--- src/rtl/fxu_pkg.sv ---
package fxu_pkg;

   typedef enum logic [4:0] {
      OP_ADD   = 5'd0,
      OP_ADDC  = 5'd1,
      OP_ADDE  = 5'd2,
      OP_SUBF  = 5'd3,
      OP_SUBFC = 5'd4,
      OP_SUBFE = 5'd5,
      OP_NEG   = 5'd6,
      OP_AND   = 5'd7,
      OP_ANDC  = 5'd8,
      OP_OR    = 5'd9,
      OP_ORC   = 5'd10,
      OP_NOR   = 5'd11,
      OP_NAND  = 5'd12,
      OP_XOR   = 5'd13,
      OP_EQV   = 5'd14,
      OP_CMPS  = 5'd15,
      OP_CMPU  = 5'd16,
      OP_LDXR  = 5'd17,
      OP_MVFL  = 5'd18
   } fxu_op_e;

   localparam int FLD_W = 4;

   function automatic logic op_is_arith(fxu_op_e op);
      return (op == OP_ADD)  || (op == OP_ADDC)  || (op == OP_ADDE) ||
             (op == OP_SUBF) || (op == OP_SUBFC) || (op == OP_SUBFE) ||
             (op == OP_NEG);
   endfunction

   function automatic logic op_is_logic(fxu_op_e op);
      return (op == OP_AND) || (op == OP_ANDC) || (op == OP_OR)  ||
             (op == OP_ORC) || (op == OP_NOR)  || (op == OP_NAND) ||
             (op == OP_XOR) || (op == OP_EQV);
   endfunction

   function automatic logic op_sets_ca(fxu_op_e op);
      return (op == OP_ADDC) || (op == OP_ADDE) ||
             (op == OP_SUBFC) || (op == OP_SUBFE);
   endfunction

   function automatic logic op_is_cmp(fxu_op_e op);
      return (op == OP_CMPS) || (op == OP_CMPU);
   endfunction

endpackage

--- src/rtl/fxu_adder.sv ---
module fxu_adder
   import fxu_pkg::*;
#(
   parameter int DW        = 32,
   parameter bit MSB_SPLIT = 1'b0
) (
   input  fxu_op_e         op,
   input  logic [DW-1:0]   a,
   input  logic [DW-1:0]   b,
   input  logic            ca_in,
   output logic [DW-1:0]   sum,
   output logic            c_out,
   output logic            ovf
);

   logic [DW-1:0] x, y;
   logic          cin;
   logic          c_msb;

   // operand conditioning: subtraction is ~A + B + 1
   always_comb begin
      x   = a;
      y   = b;
      cin = 1'b0;
      unique case (op)
         OP_ADD, OP_ADDC: begin x = a;  y = b;        cin = 1'b0;  end
         OP_ADDE:         begin x = a;  y = b;        cin = ca_in; end
         OP_SUBF, OP_SUBFC: begin x = ~a; y = b;      cin = 1'b1;  end
         OP_SUBFE:        begin x = ~a; y = b;        cin = ca_in; end
         OP_NEG:          begin x = ~a; y = '0;       cin = 1'b1;  end
         default:         begin x = a;  y = b;        cin = 1'b0;  end
      endcase
   end

   always_comb begin
      {c_out, sum} = {1'b0, x} + {1'b0, y} + {{DW{1'b0}}, cin};
   end

   generate
      if (MSB_SPLIT) begin : g_split
         // separate narrow adder yields the carry into the MSB directly
         logic [DW-1:0] low;
         logic [DW-2:0] unused_low;
         always_comb begin
            low        = {1'b0, x[DW-2:0]} + {1'b0, y[DW-2:0]} + {{(DW-1){1'b0}}, cin};
            c_msb      = low[DW-1];
            unused_low = low[DW-2:0];
         end
      end else begin : g_xor
         // recover carry into the MSB from the sum bit and the operand bits
         always_comb c_msb = sum[DW-1] ^ x[DW-1] ^ y[DW-1];
      end
   endgenerate

   assign ovf = c_out ^ c_msb;

endmodule

--- src/rtl/fxu_logic.sv ---
module fxu_logic
   import fxu_pkg::*;
#(
   parameter int DW = 32
) (
   input  fxu_op_e       op,
   input  logic [DW-1:0] a,
   input  logic [DW-1:0] b,
   output logic [DW-1:0] y
);

   always_comb begin
      unique case (op)
         OP_AND:  y = a & b;
         OP_ANDC: y = a & ~b;
         OP_OR:   y = a | b;
         OP_ORC:  y = a | ~b;
         OP_NOR:  y = ~(a | b);
         OP_NAND: y = ~(a & b);
         OP_XOR:  y = a ^ b;
         OP_EQV:  y = ~(a ^ b);
         default: y = '0;
      endcase
   end

endmodule

--- src/rtl/fxu_cmp.sv ---
module fxu_cmp
   import fxu_pkg::*;
#(
   parameter int DW = 32
) (
   input  logic             is_signed,
   input  logic [DW-1:0]    a,
   input  logic [DW-1:0]    b,
   input  logic             so,
   output logic [FLD_W-1:0] fld
);

   logic lt, gt, eq;

   always_comb begin
      eq = (a == b);
      if (is_signed) begin
         lt = $signed(a) < $signed(b);
      end else begin
         lt = a < b;
      end
      gt  = !lt && !eq;
      fld = {lt, gt, eq, so};
   end

endmodule

--- src/rtl/fxu_xer.sv ---
module fxu_xer #(
   parameter int DW    = 32,
   parameter int CNT_W = 7
) (
   input  logic             clk,
   input  logic             rst_n,
   input  logic             ld_en,
   input  logic [DW-1:0]    ld_data,
   input  logic             clr_en,
   input  logic             ov_we,
   input  logic             ov_val,
   input  logic             ca_we,
   input  logic             ca_val,
   output logic             so_q,
   output logic             ov_q,
   output logic             ca_q,
   output logic [CNT_W-1:0] cnt_q,
   output logic             so_nx
);

   logic             ov_nx, ca_nx;
   logic [CNT_W-1:0] cnt_nx;
   logic             unused_ld;

   always_comb begin
      so_nx  = so_q;
      ov_nx  = ov_q;
      ca_nx  = ca_q;
      cnt_nx = cnt_q;
      if (ld_en) begin
         so_nx  = ld_data[DW-1];
         ov_nx  = ld_data[DW-2];
         ca_nx  = ld_data[DW-3];
         cnt_nx = ld_data[CNT_W-1:0];
      end else if (clr_en) begin
         so_nx = 1'b0;
         ov_nx = 1'b0;
         ca_nx = 1'b0;
      end else begin
         if (ov_we) begin
            ov_nx = ov_val;
            so_nx = so_q | ov_val;
         end
         if (ca_we) begin
            ca_nx = ca_val;
         end
      end
   end

   assign unused_ld = ^ld_data[DW-4:CNT_W];

   always_ff @(posedge clk) begin
      if (!rst_n) begin
         so_q  <= 1'b0;
         ov_q  <= 1'b0;
         ca_q  <= 1'b0;
         cnt_q <= '0;
      end else begin
         so_q  <= so_nx;
         ov_q  <= ov_nx;
         ca_q  <= ca_nx;
         cnt_q <= cnt_nx;
      end
   end

endmodule

--- src/rtl/fxu_alu.sv ---
module fxu_alu
   import fxu_pkg::*;
#(
   parameter int DW        = 32,
   parameter int CNT_W     = 7,
   parameter int NUM_FLD   = 8,
   parameter bit MSB_SPLIT = 1'b0,
   localparam int SEL_W    = (NUM_FLD > 1) ? $clog2(NUM_FLD) : 1,
   localparam int CR_W     = NUM_FLD * FLD_W
) (
   input  logic               clk,
   input  logic               rst_n,
   input  logic               op_valid,
   input  logic [4:0]         op_code,
   input  logic [DW-1:0]      opnd_a,
   input  logic [DW-1:0]      opnd_b,
   input  logic               ovf_en,
   input  logic               rec_en,
   input  logic [SEL_W-1:0]   crf_sel,
   input  logic [DW-1:0]      wr_data,
   output logic [DW-1:0]      result,
   output logic               flag_ca,
   output logic               flag_ov,
   output logic               flag_so,
   output logic [FLD_W-1:0]   cr0,
   output logic [CR_W-1:0]    cond_reg,
   output logic [DW-1:0]      exc_reg
);

   generate
      if (DW < CNT_W + 3) begin : g_bad_dw
         $error("fxu_alu: DW must leave room for three flags above the count");
      end
      if (NUM_FLD < 1) begin : g_bad_fld
         $error("fxu_alu: NUM_FLD must be at least 1");
      end
   endgenerate

   fxu_op_e op;
   assign op = fxu_op_e'(op_code);

   logic is_arith, is_logic, is_cmp, is_ldxr, is_mvfl;
   always_comb begin
      is_arith = op_valid && op_is_arith(op);
      is_logic = op_valid && op_is_logic(op);
      is_cmp   = op_valid && op_is_cmp(op);
      is_ldxr  = op_valid && (op == OP_LDXR);
      is_mvfl  = op_valid && (op == OP_MVFL);
   end

   // datapath
   logic [DW-1:0] sum, lgc;
   logic          c_out, ovf;
   logic          so_q, ov_q, ca_q, so_nx;
   logic [CNT_W-1:0] cnt_q;

   fxu_adder #(.DW(DW), .MSB_SPLIT(MSB_SPLIT)) u_add (
      .op    (op),
      .a     (opnd_a),
      .b     (opnd_b),
      .ca_in (ca_q),
      .sum   (sum),
      .c_out (c_out),
      .ovf   (ovf)
   );

   fxu_logic #(.DW(DW)) u_lgc (
      .op (op),
      .a  (opnd_a),
      .b  (opnd_b),
      .y  (lgc)
   );

   logic [FLD_W-1:0] cmp_fld;
   fxu_cmp #(.DW(DW)) u_cmp (
      .is_signed (op == OP_CMPS),
      .a         (opnd_a),
      .b         (opnd_b),
      .so        (so_q),
      .fld       (cmp_fld)
   );

   fxu_xer #(.DW(DW), .CNT_W(CNT_W)) u_xer (
      .clk     (clk),
      .rst_n   (rst_n),
      .ld_en   (is_ldxr),
      .ld_data (wr_data),
      .clr_en  (is_mvfl),
      .ov_we   (is_arith && ovf_en),
      .ov_val  (ovf),
      .ca_we   (op_valid && op_sets_ca(op)),
      .ca_val  (c_out),
      .so_q    (so_q),
      .ov_q    (ov_q),
      .ca_q    (ca_q),
      .cnt_q   (cnt_q),
      .so_nx   (so_nx)
   );

   // result register
   logic [DW-1:0] res_nx, res_q;
   assign res_nx = is_arith ? sum : lgc;

   always_ff @(posedge clk) begin
      if (!rst_n) begin
         res_q <= '0;
      end else if (is_arith || is_logic) begin
         res_q <= res_nx;
      end
   end

   // condition fields
   logic [FLD_W-1:0] rec_fld, mv_fld;
   always_comb begin
      rec_fld = {res_nx[DW-1], !res_nx[DW-1] && (|res_nx), ~(|res_nx), so_nx};
      mv_fld  = {so_q, ov_q, ca_q, 1'b0};
   end

   logic [FLD_W-1:0] fld_q [NUM_FLD];

   generate
      for (genvar k = 0; k < NUM_FLD; k++) begin : g_fld
         logic             hit, we;
         logic [FLD_W-1:0] nx;
         always_comb begin
            hit = (is_cmp || is_mvfl) && (crf_sel == SEL_W'(k));
            nx  = is_cmp ? cmp_fld : mv_fld;
            we  = hit;
            if (!hit && (k == 0) && rec_en && (is_arith || is_logic)) begin
               nx = rec_fld;
               we = 1'b1;
            end
         end
         always_ff @(posedge clk) begin
            if (!rst_n) begin
               fld_q[k] <= '0;
            end else if (we) begin
               fld_q[k] <= nx;
            end
         end
         assign cond_reg[CR_W-1-FLD_W*k -: FLD_W] = fld_q[k];
      end
   endgenerate

   assign result  = res_q;
   assign flag_ca = ca_q;
   assign flag_ov = ov_q;
   assign flag_so = so_q;
   assign cr0     = fld_q[0];
   assign exc_reg = {so_q, ov_q, ca_q, {(DW-3-CNT_W){1'b0}}, cnt_q};

endmodule

--- config.mk ---
export PLATFORM = sky130hd
export DESIGN_NAME = fxu_alu
export DESIGN_NICKNAME = d
export VERILOG_FILES = /design/src/rtl/fxu_pkg.sv /design/src/rtl/fxu_adder.sv /design/src/rtl/fxu_logic.sv /design/src/rtl/fxu_cmp.sv /design/src/rtl/fxu_xer.sv /design/src/rtl/fxu_alu.sv
export SDC_FILE = /design/constraint.sdc
export NUM_CORES = 1
export LEC_CHECK = 0
export ABC_CLOCK_PERIOD_IN_PS = 7700
export BUFFER_PORTS_ARGS = -buffer_cell sky130_fd_sc_hd__buf_2
export CORE_ASPECT_RATIO = 0.8
export CORE_MARGIN = 1
export CORE_UTILIZATION = 55
export CTS_CLUSTER_DIAMETER = 100
export DETAILED_ROUTE_END_ITERATION = 8
export PLACE_DENSITY = 0.79
export SYNTH_ARGS = -nofsm -noshare
export SYNTH_HDL_FRONTEND = slang
export SYNTH_HIERARCHICAL = 1
export SYNTH_SLANG_ARGS = --single-unit
--- constraint.sdc ---
create_clock -name clk -period 7.7 [get_ports clk]
set_input_delay 1.54 -clock clk [delete_from_list [all_inputs] [get_ports clk]]
set_output_delay 1.54 -clock clk [all_outputs]
set_load 0.02 [all_outputs]
==> metrics.md, run 1 <==
| Metric | Value |
|---|---|
| Status | `completed` |
| Seq/Total Area, Yosys | `16.43%` |
| Final worst-path cycle share | `between 80% and 90%` |
| Syn-to-layout area delta | `10.21%` |
| Storage cell area | `around 0.0018 mm2` |
| Synth area leader | `ha_1` |
| 1st-iter DRT viols | `~1100` |
| Clock Tree Root | `clkbuf_16` |
| CTS Buffer Depth | `2` |
| P_leak | `6.044 nW` |
| Total power | `about 1.6 mW` |
| # IOs | `212` |
| Synth warnings | `6` |
| Total global routing overflow | `0` |
| Dpl cells | `approximately 1700` |
| Ant diodes | `0` |
| Async SR Flop Fraction | `0%` |
| Placed Area | `between 0.01 and 0.015 mm2` |
| CP top delay family | `compound AO/OA/AOI/OAI gates` |
| Fin cells | `between 1500 and 2000` |
| Post-synth top flop | `dfxtp_1` |
| Pre-CTS setup slack | `953.4 ps` |
| Min-delay worst type | `flop to flop` |
| Peak supply drop | `around 110 uV` |
| Die width | `roughly 160 um` |
| HPWL Detailed | `24690 um` |
| Clk Latency, worst-skew pair | `approximately 340 ps` |
| Total GRT Usage | `slightly above 30%` |
| Most common cell after layout, fill and taps aside | `ha_1` |
| CP bufs+invs | `1` |
| Worst slew pin tran | `between 1000 and 1500 ps` |
| RSZ-0062 raised after global routing | `false` |
| Post-CTS Setup Bufs | `0` |
| Required @ worst endpoint | `~7800 ps` |
| PwrDens | `130.7 mW/mm2` |
| Setup TNS | `0 ps` |
| Antenna violations before repair | `1` |
| Max Cap Violations | `0` |
| DRC | `0` |
| Largest net degree at the start of global routing | `70` |
| Max-slew headroom | `a little over a quarter` |
| Final Max Slew Viols | `0` |
| PortBufs | `167` |
| Layout cells sized above 1 | `between 15 and 20%` |
| Final hold slack | `491.1 ps` |
| Final Wtd Congestion | `roughly 0.95` |
| H-tree depth | `3` |
| Final core utilization | `approximately 63%` |
| Yosys top cell area share | `between 20% and 30%` |
| TritonRoute pass-1 iters | `7` |
| Average wire per standard cell | `19.01 um` |
| Vias per inst | `about 6.1` |
| Setup violators final | `0` |
| Max Freq | `153.1 MHz` |
| Final hold viol count | `0` |
| Syn_area_per_cell | `8.269 um2` |
| Row count | `45` |
| Vias in the first global route | `a little over 9000` |
| Num CTS Buffers | `9` |
| Post-route ant nets | `0` |
| Max stage delay on crit path | `470 ps` |
| Critical path class | `primary input to flop` |
| Slowest CP cell | `fa_1` |
| Footprint of the multi-input gates | `roughly 0.0083 mm2` |
| WL final | `approximately 32000 um` |
| Startpoint types | `primary input` |
| Layout fillers | `approximately 1700` |
| Fin crit period | `between 6000 and 7000 ps` |
| CTS tree | `done` |
| Initial core utilization | `56.94%` |
| Element type at the critical path end | `flop` |
| CP max FO | `19` |
| Number of synthesized flops with an enable pin | `32` |
| Design Area, Final | `~0.012 mm2` |
| CP Data Arrival Time | `~6600 ps` |
| Via count | `10273` |
| CTS sink cnt | `74` |
| Cells after synthesis | `roughly 1300` |
| Die ar. | `around 0.02 mm2` |
| First-pass GRT wire length | `a little under 50000 um` |
| Resize count post-CTS | `0` |
| Clock Skew | `about 14 ps` |
| Fin nets | `1736` |
| Synth cell types | `89` |
| Worst-path cell chain | `buf_2 > nand2_1 > xnor2_1 > nand2_2 > xor2_1 > fa_1 > fa_1 > nand2b_1 > a21oi_1 > o31a_1 > o21ai_1 > o31ai_1 > a211oi_1 > o31ai_1 > xor2_1 > nor4_1 > nand3_1 > mux2i_1 > a41oi_1 > o21a_1` |
| Most frequent cells in the layout | `191 x ha_1, 167 x buf_2, 139 x nand2_1` |
| Die Y | `roughly 130 um` |
| Setup ws final | `1166 ps` |
| Yosys reg bits | `74` |
| Dominant cells by area after synthesis | `ha_1 22%, edfxtp_1 8.8%, dfxtp_1 7.7%` |
| CTS clk-pin slew, worst paths | `60 ps` |
| Hold Buf Count CTS | `0` |
| CORE AREA | `between 0.015 and 0.02 mm2` |
| Mapped Area | `around 0.011 mm2` |
==> cells by family (layout without fill, tap and decap cells) <==
family	after synthesis	count (layout)	share of synthesized area [%]
and+or+nand+nor	444	444	20.60
AOI/OAI and AO/OA	258	258	19.47
buffers and inverters	212	304	8.764
adders and majority gates	193	193	22.16
muxes	77	77	7.052
DFF	74	74	16.43
xor gates and xnor gates	67	67	5.489
other	1	22	0.03420
==> synthesized netlist by cell type, types with 5 or more instances <==
cell type and count:
a21o_1 10, a21oi_1 51, a22oi_1 31, and2_1 36, and3_1 8, and4_1 5, buf_2 9, buf_4 33
clkbuf_1 55, dfxtp_1 42, edfxtp_1 32, ha_1 191, inv_1 107, mux2i_1 75, nand2_1 140, nand2b_1 21
nand3_1 74, nand3b_1 6, nand4_1 13, nor2_1 71, nor2b_1 14, nor3_1 8, nor3b_1 5, nor4_1 12
o2111ai_2 30, o211a_1 32, o211ai_1 14, o21ai_0 30, o21ai_1 6, o31ai_1 6, xnor2_1 52, xor2_1 14
==> final timing paths <==
check                     startpoint                   endpoint  slack [ps]  cells past startpoint
max                       op_code[1]  fld_q[0][2]$_SDFFCE_PN0P_        1170                     20
max reg2reg  u_xer/ca_q$_SDFFE_PN0P_  fld_q[0][2]$_SDFFCE_PN0P_        2910                     18
min reg2reg   result[6]$_SDFFE_PN0N_     result[6]$_SDFFE_PN0N_         490                      1
min           result[6]$_SDFFE_PN0N_     result[6]$_SDFFE_PN0N_         490                      1
==> per-layer routing <==
metal  global-route usage, %  part of all wire, %
met5                       0                0.040
met4                   7.339                  1.5
met3                   8.832                   12
met2                   44.34                   41
met1                   44.57                   45
==> area by class of cell <==
cell class                 instances  share of cell area [%]
multi-input combinational       1061                   68.76
sequential                        74                   14.91
timing repair buffer             181                   7.786
inverter                         107                   3.324
tap                              258                   2.671
clock buffer                       9                   1.864
clock inverter                     7                  0.6834
==> registers in the layout (all words and copies together), names as in the netlist <==
| register | count |
|---|---|
| u_xer/ov_q | 1 |
| u_xer/so_q | 1 |
| result | 32 |
| fld_q | 32 |
| u_xer/ca_q | 1 |
| u_xer/cnt_q | 7 |
==> where the power goes <==
| part | internal (mW) | switching (mW) | leakage, nW |
|---|---|---|---|
| Clock | 0.256 | 0.172 | 0.145 |
| Combinational | 0.267 | 0.447 | 5.22 |
| Sequential | 0.428 | 0.00962 | 0.674 |
| Total | 0.951 | 0.629 | 6.04 |
No activity file was read; power rests on OpenSTA's default activity.
==> run 2: changes to the inputs <==
ABC_CLOCK_PERIOD_IN_PS = 5300   (was 7700)
CORE_UTILIZATION = 52   (was 55)
clock period = 5.3 ns   (was 7.7 ns; I/O delays follow)
==> metrics.md, run 2 (synthesized netlist as in run 1, its figures left out) <==
| Metric | Value |
|---|---|
| Status | `completed` |
| Met3 Use GR | `about 3.2%` |
| Die Y | `~130 um` |
| Layer with the highest usage | `met1` |
| DRC | `0` |
| Slowest CP cell | `a2111o_1` |
| Required @ worst endpoint | `~5500 ps` |
| Post-route ant nets | `0` |
| WL final | `approximately 33000 um` |
| PwrDens | `roughly 190 mW/mm2` |
| Final hold slack | `about 490 ps` |
| Setup violators final | `0` |
| H-tree depth | `3` |
| Layout cells sized above 1 | `between 20 and 25%` |
| Vias per inst | `approximately 6.0` |
| CTS clk-pin slew, worst paths | `~60 ps` |
| Max Cap Violations | `0` |
| Met1 usage | `between 40% and 50%` |
| Total global routing overflow | `0` |
| Max-slew headroom | `between 30% and 40%` |
| Via count | `~11000` |
| CP max FO | `10` |
| Layout fillers | `around 1800` |
| Fin crit period | `between 5000 and 6000 ps` |
| Most frequent cells in the layout | `191 x ha_1, 167 x buf_2, 140 x nand2_1` |
| Syn-to-layout area delta | `16.25%` |
| Clk Latency, worst-skew pair | `~340 ps` |
| Ant diodes | `0` |
| Clock Skew | `~4.9 ps` |
| Min-delay worst type | `flop to flop` |
| Storage cell area | `around 0.0018 mm2` |
| Pre-CTS setup slack | `-159.4 ps` |
| Die ar. | `0.02167 mm2` |
| Final Wtd Congestion | `roughly 0.96` |
| CTS tree | `done` |
| Clock Tree Root | `clkbuf_16` |
| Element type at the critical path end | `flop` |
| P_leak | `~6.5 nW` |
| Startpoint types | `primary input` |
| Critical path class | `primary input to flop` |
| Final hold viol count | `0` |
| Final worst-path cycle share | `between 90% and 100%` |
| Setup ws final | `just under 300 ps` |
| CTS sink cnt | `74` |
| Setup TNS | `0 ps` |
| 1st-iter DRT viols | `~1200` |
| Die width | `about 160 um` |
| Max Freq | `between 150 and 200 MHz` |
| CORE AREA | `around 0.021 mm2` |
| TritonRoute pass-1 iters | `5` |
| Footprint of the multi-input gates | `around 0.0083 mm2` |
| PortBufs | `between 150 and 200` |
| Num CTS Buffers | `9` |
| Worst slew pin tran | `~910 ps` |
| CTS Buffer Depth | `2` |
| Most common cell after layout, fill and taps aside | `ha_1` |
| Average wire per standard cell | `18.57 um` |
| First-pass GRT wire length | `about 52000 um` |
| Total GRT Usage | `between 30% and 40%` |
| RSZ-0062 raised after global routing | `false` |
| CP Data Arrival Time | `roughly 5200 ps` |
| Cell mode on critical path | `xnor2_1` |
| Met2 Track Usage GR | `44.23%` |
| Row count | `47` |
| Design Area, Final | `approximately 0.013 mm2` |
| # IOs | `around 210` |
| Initial core utilization | `a little over half` |
| Post-CTS Setup Bufs | `0` |
| Max stage delay on crit path | `between 400 and 500 ps` |
| Final Max Slew Viols | `0` |
| Vias in the first global route | `a little under 10000` |
| Fin nets | `about 1800` |
| HPWL Detailed | `roughly 26000 um` |
| Peak supply drop | `about 200 uV` |
| Placed Area | `about 0.012 mm2` |
| Largest net degree at the start of global routing | `63` |
| Worst-path cell chain | `buf_2 > nand2_1 > xnor2_1 > nand2_1 > buf_4 > buf_12 > xnor2_1 > ha_1 > a21oi_1 > o21ai_0 > a31oi_1 > a21boi_1 > a2111o_1 > buf_4 > a311oi_2 > xnor2_1 > xor3_1 > a211oi_4 > nor3_1 > inv_1 > a221oi_1` |
| Antenna violations before repair | `0` |
run 2: where the power goes:
part	switching, mW	leakage, nW	total, mW	internal [mW]
clock network	0.257	0.146	0.631	0.374
registers	0.0143	0.674	0.636	0.622
logic	0.671	5.63	1.16	0.485
run 2: repair_timing:
| item | 4_1_cts | 5_1_grt |
|---|---|---|
| gates resized for setup | 0 | 3 |
| hold buffers | 0 | 0 |
| setup endpoints to repair | 0 | 1 |
run 2: layout make-up:
| type | count | area share, % |
|---|---|---|
| clock buffer | 9 | 1.767 |
| clock inverter | 7 | 0.6675 |
| tap | 269 | 2.641 |
| inverter | 107 | 3.151 |
| sequential | 74 | 14.14 |
| timing repair buffer | 262 | 12.35 |
| multi-input combinational | 1061 | 65.29 |
run 2: path summary, 6_finish.rpt:
kind                                               from                   endpoint  slack [ps]  cells after the start
worst min-delay path             result[5]$_SDFFE_PN0N_     result[5]$_SDFFE_PN0N_         490                      1
worst min register to register   result[5]$_SDFFE_PN0N_     result[5]$_SDFFE_PN0N_         490                      1
worst max register to register  u_xer/ca_q$_SDFFE_PN0P_  fld_q[0][0]$_SDFFCE_PN0P_         900                     19
worst max-delay path                         op_code[0]  fld_q[0][0]$_SDFFCE_PN0P_         290                     21
run 2: worst max-delay path, delay by kind of cell:
family                     cells  cell delay, ps
AOI/OAI and AO/OA              8            1720
xor gates and xnor gates       4             810
adders and majority gates      1             310
buffers and inverters          5             750
and+or+nand+nor                3             490
run 2: routing by layer:
metal	vias up	wire length (um)
met3	48	2874
li1	5023	-
met4	0	642
met1	5030	15690
met2	552	14020
met5	-	0
run 2: through the flow:
step           instances  total power, mW  utilization, %
6_report            1789            2.423           61.58
4_1_cts             1789            2.397           61.50
3_5_place_dp        1773            1.769           60.00
3_3_place_gp        1773            1.745           60.00
2_1_floorplan       1347            1.379               -
5_1_grt             1789            2.551           61.58
